File: src/rtl/ctseq_pkg.sv
package ctseq_pkg;
  // Gate phase: free track before any period is known, hold during
  // conversion, timed track window, parked hold awaiting a command.
  typedef enum logic [1:0] {
    PH_OPEN   = 2'd0,
    PH_HOLD   = 2'd1,
    PH_WINDOW = 2'd2,
    PH_PARK   = 2'd3
  } phase_t;
endpackage

File: src/rtl/ctseq_edge_sync.sv
module ctseq_edge_sync #(
  parameter int SYNC_STAGES = 2
) (
  input  logic clk,
  input  logic rst,
  input  logic cmd_async,
  output logic rise
);
  logic [SYNC_STAGES-1:0] sync_q;
  logic                   hist_q;

  always_ff @(posedge clk) begin
    if (rst) begin
      sync_q <= '0;
      hist_q <= 1'b0;
    end else begin
      sync_q <= {sync_q[SYNC_STAGES-2:0], cmd_async};
      hist_q <= sync_q[SYNC_STAGES-1];
    end
  end

  assign rise = sync_q[SYNC_STAGES-1] & ~hist_q;
endmodule

File: src/rtl/ctseq_strobe_chain.sv
module ctseq_strobe_chain #(
  parameter int STAGES = 3
) (
  input  logic              clk,
  input  logic              rst,
  input  logic              load,
  output logic [STAGES-1:0] taps,
  output logic              busy
);
  genvar g;
  generate
    for (g = 0; g < STAGES; g++) begin : g_stage
      if (g == 0) begin : g_head
        always_ff @(posedge clk) begin
          if (rst) taps[0] <= 1'b0;
          else     taps[0] <= load;
        end
      end else begin : g_tail
        always_ff @(posedge clk) begin
          if (rst) taps[g] <= 1'b0;
          else     taps[g] <= taps[g-1];
        end
      end
    end
  endgenerate

  assign busy = |taps;
endmodule

File: src/rtl/ctseq_gate_timer.sv
module ctseq_gate_timer
  import ctseq_pkg::*;
#(
  parameter int CNT_W      = 12,
  parameter int CONV_TICKS = 3
) (
  input  logic clk,
  input  logic rst,
  input  logic start,
  output logic track,
  output logic holding
);
  localparam logic [CNT_W-1:0] CNT_SAT  = {CNT_W{1'b1}} - 1'b1;
  localparam logic [CNT_W-1:0] CONV_W   = CNT_W'(CONV_TICKS);
  localparam logic [CNT_W-1:0] CONV_M1  = CNT_W'(CONV_TICKS - 1);

  phase_t           phase_q;
  logic [CNT_W-1:0] tmr_q;
  logic [CNT_W-1:0] per_cnt_q;
  logic [CNT_W-1:0] win_q;
  logic             seen_q;
  logic             have_win_q;
  logic [CNT_W-1:0] per_now;

  assign per_now = per_cnt_q + 1'b1;

  // Period measurement between accepted starts, saturating.
  always_ff @(posedge clk) begin
    if (rst) begin
      per_cnt_q  <= '0;
      win_q      <= '0;
      seen_q     <= 1'b0;
      have_win_q <= 1'b0;
    end else if (start) begin
      per_cnt_q <= '0;
      seen_q    <= 1'b1;
      if (seen_q) begin
        have_win_q <= 1'b1;
        // Clamp so the window never collapses to zero ticks.
        win_q <= (per_now > CONV_W) ? (per_now - CONV_W) : {{(CNT_W-1){1'b0}}, 1'b1};
      end
    end else if (per_cnt_q != CNT_SAT) begin
      per_cnt_q <= per_cnt_q + 1'b1;
    end
  end

  // Phase sequencing of the gate.
  always_ff @(posedge clk) begin
    if (rst) begin
      phase_q <= PH_OPEN;
      tmr_q   <= '0;
    end else if (start) begin
      phase_q <= PH_HOLD;
      tmr_q   <= CONV_M1;
    end else begin
      case (phase_q)
        PH_HOLD: begin
          if (tmr_q == '0) begin
            if (have_win_q) begin
              phase_q <= PH_WINDOW;
              tmr_q   <= win_q - 1'b1;
            end else begin
              phase_q <= PH_OPEN;
            end
          end else begin
            tmr_q <= tmr_q - 1'b1;
          end
        end
        PH_WINDOW: begin
          if (tmr_q == '0) phase_q <= PH_PARK;
          else             tmr_q   <= tmr_q - 1'b1;
        end
        default: ;
      endcase
    end
  end

  assign track   = (phase_q == PH_OPEN) || (phase_q == PH_WINDOW);
  assign holding = (phase_q == PH_HOLD);
endmodule

File: src/rtl/conv_timing_seq.sv
module conv_timing_seq #(
  parameter int CNT_W       = 12,
  parameter int CONV_TICKS  = 3,
  parameter int SYNC_STAGES = 2
) (
  input  logic clk,
  input  logic rst,
  input  logic convert_cmd,
  output logic sh_track,
  output logic msb_strobe,
  output logic lsb_strobe,
  output logic data_valid,
  output logic overrun
);
  localparam int STAGES = 3;

  logic              edge_rise;
  logic              accept;
  logic              seq_busy;
  logic              chain_busy;
  logic              hold_busy;
  logic [STAGES-1:0] taps;

  ctseq_edge_sync #(.SYNC_STAGES(SYNC_STAGES)) u_sync (
    .clk       (clk),
    .rst       (rst),
    .cmd_async (convert_cmd),
    .rise      (edge_rise)
  );

  assign seq_busy = chain_busy | hold_busy;
  assign accept   = edge_rise & ~seq_busy;

  ctseq_strobe_chain #(.STAGES(STAGES)) u_chain (
    .clk  (clk),
    .rst  (rst),
    .load (accept),
    .taps (taps),
    .busy (chain_busy)
  );

  ctseq_gate_timer #(.CNT_W(CNT_W), .CONV_TICKS(CONV_TICKS)) u_gate (
    .clk     (clk),
    .rst     (rst),
    .start   (accept),
    .track   (sh_track),
    .holding (hold_busy)
  );

  always_ff @(posedge clk) begin
    if (rst)                        overrun <= 1'b0;
    else if (edge_rise && seq_busy) overrun <= 1'b1;
  end

  assign msb_strobe = taps[0];
  assign lsb_strobe = taps[1];
  assign data_valid = taps[STAGES-1];
endmodule

File: config.mk
export PLATFORM = sky130hd
export DESIGN_NAME = conv_timing_seq
export DESIGN_NICKNAME = d
export VERILOG_FILES = /design/src/rtl/ctseq_pkg.sv /design/src/rtl/ctseq_edge_sync.sv /design/src/rtl/ctseq_strobe_chain.sv /design/src/rtl/ctseq_gate_timer.sv /design/src/rtl/conv_timing_seq.sv
export SDC_FILE = /design/constraint.sdc
export NUM_CORES = 1
export LEC_CHECK = 0
export ABC_AREA = 1
export BUFFER_PORTS_ARGS = -buffer_cell sky130_fd_sc_hd__buf_2
export CAP_MARGIN = 40
export CORE_MARGIN = 3
export CORE_UTILIZATION = 59
export DETAILED_ROUTE_END_ITERATION = 7
export PLACE_DENSITY = 0.82
export SKIP_CTS_REPAIR_TIMING = 1
export SYNTH_ARGS = -nofsm -noshare
export SYNTH_HDL_FRONTEND = slang
export SYNTH_SLANG_ARGS = --single-unit
File: constraint.sdc
create_clock -name clk -period 2.44 [get_ports clk]
set_input_delay 0.122 -clock clk [delete_from_list [all_inputs] [get_ports clk]]
set_output_delay 0.122 -clock clk [all_outputs]
set_load 0.01 [all_outputs]
-- Word level (Yosys, flattened, before mapping)
Cells that the tools add are included.
- add/sub/neg operators: 4
- multipliers: 0
- div/mod/pow operators: 0
- $lt $le $gt $ge: 1
- equality and inequality tests: 11
- shifts and indexed selects: 0
- multiplexer cells: 11
- bitwise operators: 5
- reductions and logical operators: 13
- operators with widths (kind ; count):
    $mux 12 ; 4
    $pmux 12 s2 ; 1
    $sub 12x1->12 const B ; 2
    $add 12x1->12 const B ; 1
    $gt 12x2->1 const B ; 1
    $logic_not 12->1 ; 1
    $ne 12x12->1 const B ; 1
    $reduce_and 3->1 ; 4
    $sub 12x2->12 const B ; 1
    $mux 2 ; 4
    $ne 3x2->1 const B ; 2
    $ne 2x1->1 const B ; 2
    $ne 4x3->1 const B ; 1
    $pmux 2 s2 ; 1
    $ne 3x1->1 const B ; 1
    $ne 3x3->1 const B ; 1
    $reduce_bool 3->1 ; 1
    $reduce_or 3->1 ; 1
    $and 1x1->1 ; 2
    $eq 2x1->1 const B ; 1
    $eq 2x2->1 const B ; 1
    $logic_not 2->1 ; 1
    $ne 2x2->1 const B ; 1
    $not 1->1 ; 2
    other kinds (7) ; 7
- flip-flop bits (word level): 47
- bits in latches: 0
- RAM bits: 0
- memory bits (read-only): 0
- input bits: 3
- output and inout bits: 5
- word-level logic and storage cells: 59
- memories: 0

-- Depth between registers and ports, before layout
Gate-level depths: netlist of run 1.
- depth after elaboration: 6
- mapped depth: 14
- gate-level depth less buffers: 14

-- Modules after synthesis
From an unflattened synthesis of run 1, not the netlist that was laid out.
- cell total of the unflattened synthesis: 454
- area total of the unflattened synthesis: 2969.1 sq um
- modules (own cells, without submodules) (module ; instances ; cells each ; area an instance (sq um) ; sequential area each (sq um)):
    ctseq_gate_timer ; 1 ; 428 ; 2748.9 ; 800.8
    ctseq_strobe_chain ; 1 ; 11 ; 92.6 ; 60.1
    ctseq_edge_sync ; 1 ; 10 ; 86.3 ; 60.1
    conv_timing_seq ; 1 ; 5 ; 41.3 ; 20.0

-- Worst setup path after synthesis of run 1
Ideal clock, no wire load.
- path type: register to register
- from: register u_gate.per_cnt_q[1]
- to: register u_gate.win_q[3]
- library setup time: 132 ps
- arrival time: 1628 ps
- required time: 2308 ps
- path slack: 680 ps
- stages on the path, launching flop included: 12
- path buffers: 1
- period minus slack after synthesis: 1760 ps
- path through: dfxtp_1 > ha_1 > inv_1 > nor2_2 > nand3b_1 > xor2_1 > nand2_1 > nor2_1 > nor2_2 > buf_6 > nand2_1 > a21oi_1
- cells in the longest elaborated chain, start to end: 3
- elaborated cells on any way between the ends: 4
- those cells by class: 2 x add/sub; 1 x order compare; 1 x mux
- ends and longest elaborated chain (element ; line ; RTL):
    start: declaration ; ctseq_gate_timer.sv:19 ; logic [CNT_W-1:0] per_cnt_q;
    start signal: assignment ; ctseq_gate_timer.sv:43 ; per_cnt_q <= per_cnt_q + 1'b1;
    $add 12x1->12 (*) ; ctseq_gate_timer.sv:25 ; assign per_now = per_cnt_q + 1'b1;
    $sub 12x2->12 / $gt 12x2->1 (equally long branches) ; ctseq_gate_timer.sv:40 ; win_q <= (per_now > CONV_W) ? (per_now - CONV_W) : {{(CNT_W-1){1'b0}}, 1'b1};
    $mux 12 (*) ; ctseq_gate_timer.sv:40 ;
    end signal: assignment ; ctseq_gate_timer.sv:40 ;
    end: declaration ; ctseq_gate_timer.sv:20 ; logic [CNT_W-1:0] win_q;
Mark *: on every way between the ends. The rest lies on a longest branch, timed or not.
A chain may end at the register's enable or synchronous reset.

-- Final worst setup path of run 1
- from: register u_gate.phase_q[1]
- to: register u_gate.phase_q[1]
- cells in the longest elaborated chain, start to end: 5
- elaborated cells on any way between the ends: 11
- those cells by class: 4 x eq/ne; 1 x mux; 3 x bitwise; 3 x reduce/logical
- ends and longest elaborated chain (element ; line ; RTL):
    start: declaration ; ctseq_gate_timer.sv:17 ; phase_t phase_q;
    start signal: assignment ; ctseq_gate_timer.sv:50 ; phase_q <= PH_OPEN;
    start signal: assignment ; ctseq_gate_timer.sv:53 ; phase_q <= PH_HOLD;
    start signal: assignment ; ctseq_gate_timer.sv:60 ; phase_q <= PH_WINDOW;
    $eq 2x1->1 ; ctseq_gate_timer.sv:56, ctseq_gate_timer.sv:79 ;
    $or 1x1->1 ; conv_timing_seq.sv:31 ; assign seq_busy = chain_busy | hold_busy;
    $not 1->1 ; conv_timing_seq.sv:32 ; assign accept = edge_rise & ~seq_busy;
    $and 1x1->1 ; conv_timing_seq.sv:32 ;
    $reduce_or 2->1 (no source line) ; -- ;
Parallel ways exist; a longest one is shown, timed or not.

==> results of run 1 <==
[final cells by class]
| class | count | area, um2 |
|---|---|---|
| Clock inverter | 3 | 46.3 |
| Multi-Input combinational cell | 318 | 1600 |
| Clock buffer | 5 | 68.8 |
| Timing Repair Buffer | 10 | 57.6 |
| Fill cell | 408 | 1480 |
| Inverter | 65 | 244 |
| Tap cell | 52 | 65.1 |
| Sequential cell | 47 | 941 |
[cell usage in the layout (no fill, tap or decap)]
cell type   count
inv_1          63
nand2_2         8
o21ai_1         1
xor2_1         12
nor3_2          1
a31oi_1         1
o21a_1          1
nor2_1         48
nor3_1          7
nand3b_1        2
nor4_1          1
and3_1          1
bufinv_16       1
o21ai_0        29
xnor2_1         3
o211ai_1        1
nor2_4          3
dfxtp_1        47
inv_2           2
buf_2           7
a21oi_2         1
nand4_1         6
clkinvlp_4      1
nand2_1       100
inv_6           1
nor2_2          4
a21oi_1        37
clkbuf_8        5
buf_4           3
a211oi_1        2
nand3_1        38
ha_1            9
or2_2           2
[worst paths after layout]
check	start	endpoint	slack, ps
min reg2reg	u_sync.sync_q[0]	u_sync.sync_q[1]	420
min	convert_cmd	u_sync.sync_q[0]	10
max	u_gate.phase_q[1]	u_gate.phase_q[1]	290
max reg2reg	u_gate.phase_q[1]	u_gate.phase_q[1]	290
[registers in the layout (all words and copies together) (netlist names)]
signal             count
overrun                1
u_chain.taps           3
u_gate.have_win_q      1
u_gate.per_cnt_q      12
u_gate.phase_q         2
u_gate.seen_q          1
u_gate.tmr_q          12
u_gate.win_q          12
u_sync.hist_q          1
u_sync.sync_q          2
[power by group through the flow]
stage	logic (uW)	clock network, uW	registers [uW]
final	1910	599	985
after global routing	2220	637	1000
after CTS	1910	610	982
after detailed placement	1870	0	1000
after global placement	1820	0	994
after floorplan	1450	0	975
[kinds of logic (layout without fill, tap and decap cells)]
| logic type | after synthesis | count (layout) | synth area share [%] |
|---|---|---|---|
| AOI/OAI and AO/OA | 73 | 73 | 13.4 |
| xor gates and xnor gates | 15 | 15 | 4.64 |
| adders and majority gates | 9 | 9 | 3.98 |
| buffers and inverters | 75 | 83 | 10.3 |
| DFF | 47 | 47 | 33.2 |
| and+or+nand+nor | 221 | 221 | 34.4 |
[stage by stage]
stage	hold slack, ps	util (%)	power, uW	setup slack (ps)
after global placement	327	64.5	2820	335
final	11.9	67.1	3500	294
after detailed placement	335	64.5	2870	276
after CTS	10.6	67.0	3500	230
after floorplan	191	-	2430	680
after global routing	2.21	67.1	3860	46.7
[per-layer routing]
layer,track usage [%],vias to the layer above
met5,0,-
met4,9.13,0
met3,5.07,9
met2,41.8,66
met1,31.8,1214
li1,-,1415
[worst max-delay path, stage by stage (launching register included)]
cell and delay (ps):
dfxtp_1 330, inv_1 90, ha_1 190, nor2_1 50
nand3_1 80, nor3_1 60, nor2_1 500, inv_1 430
a211oi_1 330
==> flow_summary_export.csv, run 1 <==
group,metric,value,unit
sta,slew_headroom,57.0,%
worst_setup_path,worst_setup_path_end_kind,"register",
floorplan,fp.dieW,75.3,um
cells_and_area,nNetsFinal,459,
hold_path,min_path_type,"input port to register",
worst_setup_path,path_class,"register to register",
placed_design,place_hpwl,4670,um
yosys,ys_ff_latch,47,
route,routedWlPerCell,12.4,um
worst_setup_path,required,2670,ps
route,drt_iter0_drc,177,
route,routed_via_density,5.41,
placed_design,dpl-instance-area,2900,um2
power,clock_power_share,17.1,%
power,netSwitchingFraction,46.9,%
clock_tree,htreeDepth,2,
power,power_frac_comb,54.7,%
clock_tree,clk_latency,320,ps
sta,grt_setup_unrepaired,"no",
power,p_sw,1640,uW
yosys,syn-num-nets,452,
job,drv_cap,0,
route,postRouteAntennaNets,0,
grt,grtUsageTotal,24.9,%
yosys,ys_seq_area_share,33.2,%
sta,fin_crit,2150,ps
power,internal_power,1860,uW
clock_tree,cts-root-buf,"clkbuf_8",
yosys,synthTopCellsByArea,"dfxtp_1 (33%), nand2_1 (13%), inv_1 (8.4%)",
route,drt_pass1_iterations,4,
floorplan,die_area,5660,um2
cells_and_area,finalNonFillerCells,500,
power,pwr-share-seq,28.2,%
clock_tree,cts_buffers,5,
route,wl_met1,2870,um
worst_setup_path,start_kind,"register",
cells_and_area,diodes,0,
clock_tree,cts.sinks,47,
floorplan,die_h,75.3,um
route,wl,6220,um
clock_tree,cts_max_path_buffers,2,
floorplan,coreArea,4500,um2
sta,setup_violations,0,
grt,grt_pass1_vias,2478,
sta,slew_viol_final,0,
floorplan,io_pins,8,
yosys,yosysTopAreaCellShare,33.2,%
placed_design,port_buffers,7,
sta,max_freq,0.466,GHz
power,power.density,1160,nW/um2
floorplan,initial_utilization,62.8,%
worst_setup_path,rr_worst_depth,8,
route,wl_met3,351,um
placed_design,place_congestion,0.881,
yosys,synthFlopType,"dfxtp_1",
placed_design,dp.cells,492,
sta,clock_skew,11.4,ps
route,drt_drc_violations_left,0,
route,top_layer,"met4",
yosys,synth_top_cell_by_area,"dfxtp_1",
grt,grt_max_degree,25,
clock_tree,cts.clk_slew.worst_paths,100,ps
yosys,syn_inst,440,
cells_and_area,design_area,3020,um2
hold_path,hold_depth,3,
clock_tree,tritoncts,"built",
cells_and_area,area_delta_synth_final,6.85,%
worst_setup_path,cp.arrival,2380,ps
sta,fin_setup_tns,0,ps
yosys,syn-mean-instance-area,6.43,um2
yosys,async_flop_share,0,%
yosys,ys_warn_count,0,
sta,fin_crit_sh,87.9,%
floorplan,rows,24,
yosys,synthTopCellsByCount,"nand2_1 (100), inv_1 (63), nor2_1 (48)",
worst_setup_path,worstPathMaxFanout,14,
route,wl_met2,2910,um
yosys,yosysUniqueCellTypes,31,
sta,tightest_slew,643,ps
power,peakVddDrop,0.794,mV
sta,final-hold-violation-count,0,
grt,grt-ovfl-total,0,
yosys,synth.most_common_cell,"nand2_1",
route,vias,2704,
yosys,synth-edff-count,0,
grt,grt_pass1_wl,10800,um
run_status,status,"finished clean",
grt,antenna_found_initial,0,
power,p_leak,0.00138,uW
yosys,syn_area,2830,um2
cells_and_area,drive_above_1_share,8.71,%
Power figures use the tool's default switching activity.
==> run 2, diff against run 1 <==
--- a/config.mk
+++ b/config.mk
@@ -8,10 +8,12 @@
 export ABC_AREA = 1
 export BUFFER_PORTS_ARGS = -buffer_cell sky130_fd_sc_hd__buf_2
 export CAP_MARGIN = 40
+export CELL_PAD_IN_SITES_DETAIL_PLACEMENT = 1
+export CELL_PAD_IN_SITES_GLOBAL_PLACEMENT = 1
 export CORE_MARGIN = 3
-export CORE_UTILIZATION = 59
+export CORE_UTILIZATION = 44
 export DETAILED_ROUTE_END_ITERATION = 7
-export PLACE_DENSITY = 0.82
+export PLACE_DENSITY = 0.85
 export SKIP_CTS_REPAIR_TIMING = 1
 export SYNTH_ARGS = -nofsm -noshare
 export SYNTH_HDL_FRONTEND = slang
==> constraint.sdc (replaced) <==
create_clock -name clk -period 2.44 [get_ports clk]
set_input_delay 0.122 -clock clk [delete_from_list [all_inputs] [get_ports clk]]
set_output_delay 0.122 -clock clk [all_outputs]
set_load 0.1 [all_outputs]
==> run 2 against run 1 <==
Non-clock buffer count increased by 3; final cell count increased by 5.2%; global-route usage decreased by 2.5 points; sequential power about the same; power increased by 6.7%; largest power group unchanged; die area increased by 31%.
==> flow_summary_export.csv, run 2 (same netlist as run 1, synthesis figures left out) <==
group,metric,value,unit
sta,tightest_slew,552,ps
clock_tree,htreeDepth,2,
route,drt_drc_violations_left,0,
cells_and_area,nNetsFinal,462,
power,power_frac_comb,57.4,%
sta,fin_setup_tns,0,ps
job,drv_cap,0,
floorplan,die_area,7430,um2
worst_setup_path,path_class,"register to register",
floorplan,fp.dieW,86.2,um
worst_setup_path,path_common_cell,"nand2_1",
floorplan,die_h,86.2,um
power,peakVddDrop,0.701,mV
placed_design,place_congestion,0.852,
cells_and_area,area_delta_synth_final,9.15,%
sta,final-hold-violation-count,0,
sta,fin_hold_ws,16.7,ps
grt,antenna_found_initial,0,
power,netSwitchingFraction,49.0,%
hold_path,min_path_type,"input port to register",
cells_and_area,reg_top3,"u_gate.per_cnt_q x12, u_gate.tmr_q x12, u_gate.win_q x12",
route,wl,7960,um
clock_tree,cts_buffers,5,
worst_setup_path,start_kind,"register",
sta,fin_crit,2130,ps
sta,slew_viol_final,0,
sta,fin_crit_sh,87.4,%
sta,slew_headroom,62.9,%
cells_and_area,fin_util,51.0,%
power,p_sw,1830,uW
sta,fin_ws,306,ps
worst_setup_path,slowest_stage,"dfxtp_1",
floorplan,coreArea,6060,um2
power,pwr-share-seq,26.3,%
cells_and_area,layout_commonest_cell,"nand2_1",
run_status,status,"finished clean",
floorplan,initial_utilization,46.7,%
worst_setup_path,crit_chain,"ha_1 -> inv_1 -> nor2_2 -> nand3b_1 -> xor2_1 -> nand2_1 -> nor2_1 -> nor2_4 -> nand2_1 -> a21oi_1",
clock_tree,cts.clk_slew.worst_paths,100,ps
cells_and_area,fillers,864,
worst_setup_path,worstPathMaxFanout,11,
clock_tree,clk_latency,310,ps
power,p_leak,0.00140,uW
worst_setup_path,worst_setup_path_end_kind,"register",
worst_setup_path,max_stage_delay,460,ps
worst_setup_path,required,2620,ps
grt,grt_max_degree,25,
sta,clock_skew,11.3,ps
sta,setup_violations,0,
grt,grt_pass1_vias,2955,
sta,max_freq,0.469,GHz
sta,grt_setup_unrepaired,"no",
cells_and_area,final_cell_mix,"nand2_1 (100), inv_1 (63), nor2_1 (47), dfxtp_1 (47), nand3_1 (38)",
placed_design,dp.cells,518,
clock_tree,cts.sinks,47,
clock_tree,cts-root-buf,"clkbuf_8",
power,power.density,1210,nW/um2
route,drt_iter0_drc,83,
route,routed_via_density,5.38,
cells_and_area,drive_above_1_share,9.98,%
grt,grtUsageTotal,22.5,%
clock_tree,tritoncts,"built",
power,internal_power,1900,uW
placed_design,place_hpwl,6140,um
cells_and_area,finalNonFillerCells,526,
cells_and_area,diodes,0,
floorplan,io_pins,8,
clock_tree,cts_max_path_buffers,2,
power,clock_power_share,16.2,%
placed_design,port_buffers,7,
route,vias,2830,
grt,grt_pass1_wl,13700,um
route,drt_pass1_iterations,4,
route,postRouteAntennaNets,0,
route,routedWlPerCell,15.1,um
floorplan,rows,28,
worst_setup_path,cp.arrival,2310,ps
grt,grt-ovfl-total,0,
placed_design,dp_slack,76.9,ps
## run 2: cell types whose count changed in the layout (fill, tap and decap cells not counted), sizes merged
cell      before  now
clkinvlp       1    0
buf           10   13
clkinv         0    1
## run 2: critical path: cells and delay by family (launching register included)
family / cells / cell delay, ps
DFF: 1 / 460
AOI/OAI and AO/OA: 1 / 60
and+or+nand+nor: 6 / 850
xor gates and xnor gates: 1 / 270
buffers and inverters: 1 / 90
adders and majority gates: 1 / 270
## run 2: area by class of cell
| type | instances | area, um2 | area share, % |
|---|---|---|---|
| Tap cell | 75 | 93.8 | 3.04 |
| Clock inverter | 3 | 47.5 | 1.54 |
| Timing Repair Buffer | 13 | 80.1 | 2.59 |
| Clock buffer | 5 | 68.8 | 2.23 |
| Sequential cell | 47 | 941 | 30.5 |
| Inverter | 65 | 244 | 7.90 |
| Multi-Input combinational cell | 318 | 1610 | 52.2 |
## run 2: power by group through the flow
| stage | Clock, uW | Combinational, uW | Sequential, uW |
|---|---|---|---|
| global placement | 0 | 2020 | 993 |
| finish | 606 | 2140 | 984 |
| detailed placement | 0 | 2100 | 1000 |
| floorplan | 0 | 1520 | 988 |
| CTS | 618 | 2130 | 984 |
| global route | 641 | 2420 | 1000 |
## run 2: worst paths after layout
| kind | depth (start not counted) | slack [ps] | to | start |
|---|---|---|---|---|
| max reg2reg | 10 | 310 | u_gate.win_q[7] | u_gate.per_cnt_q[1] |
| max | 10 | 310 | u_gate.win_q[7] | u_gate.per_cnt_q[1] |
| min reg2reg | 2 | 410 | u_sync.sync_q[1] | u_sync.sync_q[0] |
| min | 3 | 20 | u_sync.sync_q[0] | convert_cmd |
## run 2: stage by stage
step                      cell area (um2)  total power (uW)
final                                3090              3730
after detailed placement             2960              3100
after global placement               2950              3020
after global routing                 3090              4060
after CTS                            3070              3730
after floorplan                      2830              2510
## run 2: per-layer routing
metal  up-vias  track usage (%)  share of wire, %
met4         0             7.79               2.0
met5         -                0                 0
met1      1357             26.3                43
met3        15             3.33               2.6
li1       1425                -                 -
met2        33             41.6                53
==> run 3, diff against run 2 <==
--- a/config.mk
+++ b/config.mk
@@ -5,15 +5,14 @@
 export SDC_FILE = /design/constraint.sdc
 export NUM_CORES = 1
 export LEC_CHECK = 0
-export ABC_AREA = 1
 export BUFFER_PORTS_ARGS = -buffer_cell sky130_fd_sc_hd__buf_2
 export CAP_MARGIN = 40
 export CELL_PAD_IN_SITES_DETAIL_PLACEMENT = 1
 export CELL_PAD_IN_SITES_GLOBAL_PLACEMENT = 1
 export CORE_MARGIN = 3
-export CORE_UTILIZATION = 44
+export CORE_UTILIZATION = 47
 export DETAILED_ROUTE_END_ITERATION = 7
-export PLACE_DENSITY = 0.85
+export PLACE_DENSITY = 0.86
 export SKIP_CTS_REPAIR_TIMING = 1
 export SYNTH_ARGS = -nofsm -noshare
 export SYNTH_HDL_FRONTEND = slang
==> run 3 against run 2 <==
Global-route usage rose by 0.35 points; fmax shrank 7.7%; hold slack better by 39 ps; via count decreased by 3.7%; non-clock buffer count grew 15; core utilization is 4.0 points higher; largest cell class unchanged; worst setup slack worse by 180 ps.
==> flow_summary_export.csv, run 3 <==
group,metric,value,unit
route,wl_met3,193,um
worst_setup_path,start_kind,"register",
yosys,synthTopCellsByArea,"dfxtp_1 (33%), a21oi_1 (6.4%), nor2_1 (4.7%)",
worst_setup_path,cp.arrival,2500,ps
cells_and_area,drive_above_1_share,12.4,%
power,peakVddDrop,1.50,mV
yosys,synthFlopType,"dfxtp_1",
job,drv_cap,0,
floorplan,rows,27,
route,routedWlPerCell,17.5,um
route,drt_drc_violations_left,0,
yosys,synthTopCellsByCount,"dfxtp_1 (47), a21oi_1 (36), nor2_1 (35)",
power,p_leak,0.00117,uW
worst_setup_path,r2r-start,"u_gate.tmr_q[0]",
yosys,synth-edff-count,0,
worst_setup_path,worst_setup_path_end_kind,"register",
yosys,ys_ff_latch,47,
clock_tree,clk_latency,300,ps
worst_setup_path,crit_chain,"inv_1 -> ha_1 -> nor4b_1 -> buf_4 -> nand3_1 -> o21ai_1 -> or4_1 -> a22oi_1 -> nor2_1",
yosys,syn-num-nets,367,
worst_setup_path,path_class,"register to register",
hold_path,holdCritStartpoint,"convert_cmd",
grt,grt-ovfl-total,0,
floorplan,die_h,83.4,um
route,wl,7770,um
clock_tree,cts_max_path_buffers,2,
hold_path,min_path_type,"input port to register",
sta,grt_setup_unrepaired,"yes",
cells_and_area,diodes,0,
sta,fin_ws,128,ps
sta,setup_violations,0,
power,p_sw,1630,uW
grt,grt_pass1_wl,13300,um
route,routed_via_density,6.15,
sta,clock_skew,6.47,ps
yosys,syn-mean-instance-area,7.93,um2
route,drt_iter0_drc,106,
cells_and_area,nNetsFinal,382,
route,postRouteAntennaNets,0,
cells_and_area,fin_util,54.9,%
route,vias,2726,
yosys,synth.most_common_cell,"dfxtp_1",
worst_setup_path,slowest_stage,"or4_1",
sta,fin_hold_ws,55.5,ps
power,clock_power_share,13.6,%
placed_design,dp_slack,226,ps
sta,final-hold-violation-count,0,
power,internal_power,1810,uW
grt,antenna_found_initial,0,
sta,tightest_slew,553,ps
route,drt_pass1_iterations,5,
floorplan,die_area,6960,um2
worst_setup_path,rr_worst_depth,9,
cells_and_area,area_delta_synth_final,10.0,%
worst_setup_path,max_stage_delay,480,ps
cells_and_area,layout_commonest_cell,"dfxtp_1",
run_status,status,"finished clean",
route,top_layer,"met4",
yosys,ys_seq_area_share,33.4,%
power,power_frac_comb,57.7,%
grt,grtUsageTotal,22.8,%
cells_and_area,reg_top3,"u_gate.per_cnt_q x12, u_gate.tmr_q x12, u_gate.win_q x12",
power,netSwitchingFraction,47.5,%
sta,slew_headroom,63.0,%
clock_tree,cts.clk_slew.worst_paths,90,ps
sta,max_freq,0.432,GHz
clock_tree,tritoncts,"built",
hold_path,hold_depth,2,
worst_setup_path,cp_num_buf_inv,2,
clock_tree,htreeDepth,2,
yosys,yosysUniqueCellTypes,56,
worst_setup_path,r2r_slack,130,ps
clock_tree,cts-root-buf,"clkbuf_8",
floorplan,fp.dieW,83.4,um
yosys,syn_inst,355,
floorplan,io_pins,8,
grt,grt_max_degree,23,
placed_design,place_congestion,0.861,
clock_tree,cts_buffers,5,
yosys,syn_area,2820,um2
placed_design,dpl-instance-area,3010,um2
placed_design,port_buffers,7,
yosys,ys_warn_count,0,
worst_setup_path,required,2630,ps
sta,slew_viol_final,0,
power,pwr-share-seq,28.7,%
clock_tree,cts.sinks,47,
hold_path,min_to,"u_sync.sync_q[0]",
power,power.density,1110,nW/um2
placed_design,place_hpwl,5760,um
worst_setup_path,crit_start,"u_gate.tmr_q[0]",
yosys,synth_top_cell_by_area,"dfxtp_1",
yosys,async_flop_share,0,%
route,wl_met1,3510,um
worst_setup_path,crit_family,"simple AND/OR/NAND/NOR gates",
floorplan,coreArea,5640,um2
route,wl_met2,3860,um
sta,fin_crit_sh,94.8,%
worst_setup_path,reg2reg_to,"u_gate.tmr_q[11]",
cells_and_area,final_cell_mix,"dfxtp_1 (47), nor2_1 (35), a21oi_1 (35), nand2_1 (21), buf_4 (21)",
cells_and_area,design_area,3100,um2
floorplan,initial_utilization,49.9,%
yosys,yosysTopAreaCellShare,33.4,%
sta,fin_crit,2310,ps
grt,grt_pass1_vias,2736,
sta,fin_setup_tns,0,ps
worst_setup_path,worstPathMaxFanout,8,
==> run 3: changes by cell type in the layout (fill, tap and decap cells not counted), sizes merged, moves of 7 or more <==
cell and delta:
a22oi +7, inv -54, o21ai -8, nand3 -25, nor3 +7, nand2 -86
nor2 -20, or3 +10, xnor2 +8, buf +15
==> run 3: worst register-to-register path: cells and delay by family, from the launching register on <==
kind / cells / cell delay (ps)
simple gates: 4 / 930
flops: 1 / 450
fa+ha+maj: 1 / 210
buf+inv: 2 / 260
compound gates: 2 / 350
==> run 3: cells by family after synthesis <==
kind of cell,synth area share [%]
simple gates,28.2
compound gates,21.1
flops,33.4
buf+inv,4.75
xor+xnor,7.77
fa+ha+maj,4.00
mux,0.711
==> run 3: power by group through the flow <==
stage | Sequential (uW) | Clock [uW] | Combinational [uW]
3_5_place_dp | 1000 | 0 | 1930
3_3_place_gp | 993 | 0 | 1850
6_report | 988 | 468 | 1980
4_1_cts | 985 | 484 | 1960
5_1_grt | 1000 | 506 | 2210
2_1_floorplan | 994 | 0 | 1380
==> run 3: cell type report <==
type / instances / area, um2
Clock inverter: 2 / 12.5
Timing Repair Buffer: 28 / 193
Clock buffer: 6 / 72.6
Multi-Input combinational cell: 276 / 1750
Sequential cell: 47 / 941
Inverter: 12 / 45.0
Tap cell: 72 / 90.1
Fill cell: 714 / 2540
==> run 3: how the worst max path moves through the flow <==
stage,slack [ps],to,cells past startpoint
floorplan,90,u_gate.win_q[9],6
global placement,300,u_gate.win_q[9],8
detailed placement,230,u_gate.win_q[9],8
CTS,160,u_gate.tmr_q[11],9
global route,-8,u_gate.tmr_q[0],10
finish,130,u_gate.tmr_q[11],9
==> run 3: metal layers <==
layer,up-vias,track usage [%]
met5,-,0
met1,1333,28.3
li1,1321,-
met2,51,39.6
met4,0,9.80
met3,21,3.08
==> run 3: metrics by stage <==
step	total power [uW]	cells
finish	3440	443
global route	3720	443
CTS	3430	443
detailed placement	2940	435
global placement	2840	435
floorplan	2380	355
